`config.mk`:
```
export PLATFORM = sky130hd
export DESIGN_NAME = dma_single_ctrl
export DESIGN_NICKNAME = d
export VERILOG_FILES = /design/src/rtl/dma_single_ctrl.sv
export SDC_FILE = /design/constraint.sdc
export NUM_CORES = 1
export LEC_CHECK = 0
export BUFFER_PORTS_ARGS = -buffer_cell sky130_fd_sc_hd__buf_2
export CORE_UTILIZATION = 40
export CTS_BUF_LIST = sky130_fd_sc_hd__clkbuf_8
export DETAILED_ROUTE_END_ITERATION = 10
export GPL_TIMING_DRIVEN = 0
export HOLD_SLACK_MARGIN = 0.03
export MAX_ROUTING_LAYER = met4
export PLACE_DENSITY = 0.72
export SYNTH_ARGS = -nofsm -noshare
export SYNTH_HDL_FRONTEND = slang
export SYNTH_SLANG_ARGS = --single-unit
export TNS_END_PERCENT = 100
```
`constraint.sdc`:
```
create_clock -name clk -period 4.7 [get_ports clk]
set_input_delay 0.94 -clock clk [delete_from_list [all_inputs] [get_ports clk]]
set_output_delay 0.94 -clock clk [all_outputs]
set_load 0.05 [all_outputs]
```
`src/rtl/dma_single_ctrl.sv`:
```
module dma_single_ctrl #(
  parameter int PA_W = 16,
  parameter int LA_W = 12,
  parameter int DATA_W = 32,
  parameter int LEN_W = 4,
  parameter int ID_W = 4,
  parameter int REQUESTER_ID = 5,
  parameter int LATENCY = 6
) (
  input  logic              clk,
  input  logic              rst_n,
  input  logic              seq_valid,
  output logic              seq_ready,
  input  logic [1:0]        seq_kind,
  input  logic [PA_W-1:0]   seq_paddr,
  input  logic [LA_W-1:0]   seq_laddr,
  input  logic [DATA_W-1:0] seq_data,
  input  logic [LEN_W-1:0]  seq_len,
  output logic              dir_valid,
  input  logic              dir_ready,
  output logic              dir_op,
  output logic [PA_W-1:0]   dir_paddr,
  output logic [LA_W-1:0]   dir_laddr,
  output logic [DATA_W-1:0] dir_data,
  output logic [LEN_W-1:0]  dir_len,
  output logic [ID_W-1:0]   dir_src,
  input  logic              rsp_valid,
  output logic              rsp_ready,
  input  logic [1:0]        rsp_kind,
  input  logic [DATA_W-1:0] rsp_data,
  output logic              rd_done_valid,
  output logic [DATA_W-1:0] rd_done_data,
  output logic              wr_done,
  output logic              bad_type,
  output logic              protocol_error
);
  localparam int CW = $clog2(LATENCY + 1);

  typedef enum logic [1:0] {S_READY, S_BUSY_RD, S_BUSY_WR} state_t;

  state_t        state;
  logic [CW-1:0] cnt;
  logic          pending;

  wire req_load  = seq_kind == 2'b01;
  wire req_store = seq_kind == 2'b10;
  wire seq_fire  = seq_valid && seq_ready;
  wire dir_fire  = dir_valid && dir_ready;

  assign seq_ready = (state == S_READY) && !pending;
  assign rsp_ready = 1'b1;
  assign dir_valid = pending && (cnt == '0);
  assign dir_src   = ID_W'(REQUESTER_ID);

  always_ff @(posedge clk) begin
    if (!rst_n) begin
      state          <= S_READY;
      cnt            <= '0;
      pending        <= 1'b0;
      dir_op         <= 1'b0;
      dir_paddr      <= '0;
      dir_laddr      <= '0;
      dir_data       <= '0;
      dir_len        <= '0;
      rd_done_valid  <= 1'b0;
      rd_done_data   <= '0;
      wr_done        <= 1'b0;
      bad_type       <= 1'b0;
      protocol_error <= 1'b0;
    end else begin
      rd_done_valid <= 1'b0;
      wr_done       <= 1'b0;
      bad_type      <= 1'b0;
      if (cnt != '0) cnt <= cnt - 1'b1;
      if (dir_fire) pending <= 1'b0;

      if (seq_fire) begin
        if (req_load || req_store) begin
          dir_op    <= req_store;
          dir_paddr <= seq_paddr;
          dir_laddr <= seq_laddr;
          dir_data  <= seq_data;
          dir_len   <= seq_len;
          pending   <= 1'b1;
          cnt       <= CW'(LATENCY);
          state     <= req_load ? S_BUSY_RD : S_BUSY_WR;
        end else begin
          bad_type <= 1'b1;
        end
      end

      if (rsp_valid) begin
        case (rsp_kind)
          2'b01:
            if (state == S_BUSY_RD) begin
              rd_done_valid <= 1'b1;
              rd_done_data  <= rsp_data;
              state         <= S_READY;
            end else protocol_error <= 1'b1;
          2'b10:
            if (state == S_BUSY_WR) begin
              wr_done <= 1'b1;
              state   <= S_READY;
            end else protocol_error <= 1'b1;
          default: bad_type <= 1'b1;
        endcase
      end
    end
  end
endmodule

```
======== Word level (Yosys, flattened, before mapping) ========
Index checks and enable logic that the tools add are counted.
word-level totals
  register bits after elaboration ......... 107
  logic and storage cells ................. 60
cells by class
  reduce and logical (&&, ||, !) cells .... 16
  muxes and demuxes ....................... 22
  add/subtract/negate cells ............... 1
  eq/ne operators ......................... 8
operator list
  operator             count
  $mux 2               6
  $mux 1               11
  $mux 3               3
  $reduce_and 3->1     3
  $eq 2x1->1 const B   3
  $eq 2x2->1 const B   3
  $logic_and 1x1->1    4
  $ne 2x2->1 const B   2
  $pmux 2 s2           1
  $reduce_and 4->1     1
  $logic_not 3->1      1
  $reduce_bool 3->1    1
  $sub 3x1->3 const B  1
  $logic_not 2->1      1
  $pmux 1 s2           1
  $reduce_and 2->1     1
  $reduce_bool 2->1    1
  $reduce_or 2->1      1
  $logic_not 1->1      1
  $logic_or 1x1->1     1

======== Logic depth before layout (Yosys ltp) ========
  depth in word-level cells ............... 7
  gate-level depth with buffers ........... 8
  depth with buffers taken out ............ 5

======== Worst setup path before layout ========
No wires, ideal clock.
  path type ............................... register -> output
  from .................................... register state[0]
  to ...................................... output seq_ready
  arrival ................................. 1.536 ns
  path slack .............................. 2.224 ns
  data required time ...................... 3.760 ns
  stages on the path, launching flop included .. 3
  cells stage by stage .................... dfxtp_1 > buf_2 > nor3_1
on the way
  word-level cells in the longest chain between the ends .. 2
ends and longest elaborated chain
  element                   line  RTL
  start: declaration        41    state_t state;
  start signal: assignment  86    state <= req_load ? S_BUSY_RD : S_BUSY_WR;
  $logic_not 2->1           50    assign seq_ready = (state == S_READY) && !pending;
  $logic_and 1x1->1         50
  end: declaration          13    output logic seq_ready,
Every way passes these cells.

======== Worst setup path in the final report ========
  from .................................... register cnt[0]
  to ...................................... output dir_valid
on the way
  word-level cells in the longest chain between the ends .. 2
ends and longest elaborated chain
  element                   line  RTL
  start: declaration        42    logic [CW-1:0] cnt;
  start signal: assignment  74    if (cnt != '0) cnt <= cnt - 1'b1;
  start signal: assignment  85    cnt <= CW'(LATENCY);
  $logic_not 3->1           52    assign dir_valid = pending && (cnt == '0);
  $logic_and 1x1->1         52
  end: declaration          19    output logic dir_valid,
Every way passes these cells.

==> impl_metrics.tcl <==
set metrics [dict create \
    cp_data_arrival_time_ns 1.67 \
    fp.dieW_um 104 \
    clock_sinks 107 \
    drt_pass1_iterations 5 \
    r2r_end "dir_len[0]" \
    critPathMaxFanout 4 \
    hold_viol 0 \
    grt-ovfl-total 0 \
    leakage_uw 0.00254 \
    yosys.area_share.simple 0.173 \
    htree_num_levels 3 \
    synth.top_cells.by_count "dfxtp_1, a21oi_1, nand3_1" \
    tightest_slew_ns 0.652 \
    synth_top_family_by_area "compound AO/OA/AOI/OAI gates" \
    drc 0 \
    wl_mm 12.3 \
    yosys-top-cells-area "dfxtp_1, a21oi_1, nand3_1, nand2_1, o21ai_1" \
    antenna_left 0 \
    synthArstFlopShare 0 \
    post-route-min-period_ns 2.61 \
    maxCapViolations 0 \
    outcome "complete, no violations" \
    r2r_slack_ns 3.00 \
    wire_per_inst_um 14.3 \
    cts_buffer_depth 2 \
    r2r_start "state[0]" \
    clkTransAtPathRegs_ns 0.10 \
    synth_compound_area_frac 0.213 \
    fp.coreArea_sq_um 9950 \
    insertion_delay_ns 0.36 \
    path_class "flip-flop to output port" \
    ys_seq_area_frac 0.513 \
    n_antenna_cell 0 \
    synth_edf_count 0 \
    crit_required_ns 3.76 \
    muxShareOfSynthArea 0.00240 \
    vias 4386 \
    nets 836 \
    preCtsSetupSlack_ns 1.83 \
    cts-resized-gates 0 \
    tns_ns 0 \
    initial_utilization 0.420 \
    powerDensity_nw_per_um2 386 \
    numCtsBuffers 9 \
    cp-end-kind "output port" \
    start_kind "flip-flop" \
    areaGrowthSynthToFinish_pct 34.9 \
    synthXorXnorAreaFrac 0.00210 \
    synth_top_flop_cell "dfxtp_1" \
    synthDominantCellAreaShare 0.513 \
    rows 36 \
    yosysTopAreaCell "dfxtp_1" \
    io_pins 213 \
    cts_root_buf "clkbuf_8" \
    fillers 961 \
    antenna_found_initial 0 \
    postCtsHoldBufs 0 \
    grt_pass1_vias 4035 \
    ff2ff_path_depth 6 \
    synth.cell_area_sq_um 4180 \
    yosysMostFrequentCell "dfxtp_1" \
    fmaxAchievable_mhz 383 \
    min_to "rd_done_data[13]" \
    synthAdderAreaFrac 0.0210 \
    synth_cells 503 \
    place_congestion 0.805 \
    die_h_um 104 \
    synth.avg_cell_area_sq_um 8.30 \
    setup-violations-final 0 \
    layout_setup_ws_ns 2.09 \
    hold_path_class "flip-flop to flip-flop" \
    grt_max_degree 17 \
    yosysWarningCount 0 \
    irDropWorstVdd_mv 0.196 \
    min_path_cells 2 \
    dieArea_sq_um 10900 \
    track_usage 0.229 \
    maxSlewViolCount 0 \
    synth.distinct_cells 37 \
    drive_gt1_frac 0.337 \
    relSlewSlack 0.566 \
    hp-start "rd_done_data[13]" \
    postCtsSetupRepairBufs 0 \
    grt_pass1_wl_mm 19.5 \
    cts_tree "yes" \
    ys_seq_elements 107 \
    rsz0062_at_grt "false" \
    place.detailed.hpwl_mm 9.27 \
    portBuffers 207 \
    fin_crit_sh 0.555 \
    detail_route.vias_per_cell 5.09 \
    fin_skew_ns 0.00900 \
    drt_iter0_markers 229 \
]
-- cell usage in the layout, fill, tap and decap left out, types with 2 or more instances in the layout --
cell type / Yosys / routed
buf_2: 8 / 215
dfxtp_1: 107 / 107
a21oi_1: 98 / 98
nand3_1: 65 / 65
nand2_1: 64 / 64
o21ai_1: 40 / 40
clkbuf_1: 27 / 27
o21ai_0: 26 / 26
inv_1: 9 / 11
clkbuf_8: 0 / 10
buf_4: 9 / 9
ha_1: 7 / 7
buf_6: 5 / 5
conb_1: 2 / 5
buf_1: 3 / 3
nor4_1: 3 / 3
o21a_1: 3 / 3
nor2_1: 3 / 3
bufinv_16: 0 / 3
nor3_1: 2 / 2
nor2b_1: 2 / 2
nand2b_1: 2 / 2
nor3b_1: 2 / 2
-- registers in the layout, summed over array words and instances, names as in the netlist --
name	flops
dir_len	4
cnt	3
bad_type	1
rd_done_data	32
rd_done_valid	1
state	2
dir_data	32
pending	1
protocol_error	1
wr_done	1
dir_op	1
dir_paddr	16
dir_laddr	12
-- power by group --
part           switching (uW)  total [uW]  internal, uW
Sequential               25.8         985           959
Clock                     300         665           365
Combinational             361         526           166
Total                     687        2180          1490
-- layer usage --
metal / vias up / wire length, um / track usage
li1: 2166 / - / -
met1: 2047 / 5290 / 0.275
met2: 147 / 6180 / 0.384
met3: 26 / 494 / 0.0351
met4: 0 / 337 / 0.0939
met5: - / 0 / -
-- logic make-up after synthesis --
kind of cell,after synthesis
compound gates,173
simple gates,151
flops,107
buf+inv,61
fa+ha+maj,7
other cells,2
xor+xnor,1
mux,1
-- layout make-up --
cell class	instances	area [sq um]	share of cell area
plain buffers	52	277	0.0491
clock buffers	10	138	0.0244
clock inverters	6	105	0.0187
inverters	9	33.8	0.00600
multi-input cells	338	1740	0.308
flip-flops and latches	107	2140	0.380
well taps	133	166	0.0295
repair buffers	207	1040	0.184
-- worst max-delay path, stage by stage, from the launching register on --
cell	delay (ns)
dfxtp_1	0.31
inv_1	0.09
ha_1	0.17
nor2b_1	0.31
and2_1	0.17
buf_2	0.25
-- per-stage QoR --
| step | util | cells | hold slack (ns) | instance area (sq um) | power (uW) |
|---|---|---|---|---|---|
| 5_1_grt | 0.566 | 862 | 0.478 | 5630 | 2280 |
| 6_report | 0.566 | 862 | 0.456 | 5630 | 2180 |
| 4_1_cts | 0.566 | 862 | 0.459 | 5630 | 2200 |
| 2_1_floorplan | - | 506 | 0.561 | 4190 | 1380 |
| 3_5_place_dp | 0.541 | 846 | 0.445 | 5390 | 1530 |
| 3_3_place_gp | 0.541 | 846 | 0.440 | 5390 | 1520 |
-- how the worst max path moves through the flow --
stage                start            end  slack (ns)  cells past startpoint
2_1_floorplan     state[0]      seq_ready        2.22                      2
3_3_place_gp   seq_kind[0]  dir_paddr[13]        1.90                      9
3_5_place_dp   seq_kind[0]   dir_paddr[8]        1.83                      9
4_1_cts             cnt[0]      dir_valid        2.06                      5
5_1_grt             cnt[0]      dir_valid        1.94                      5
6_report            cnt[0]      dir_valid        2.09                      5
No activity file was read; power rests on OpenSTA's default activity.
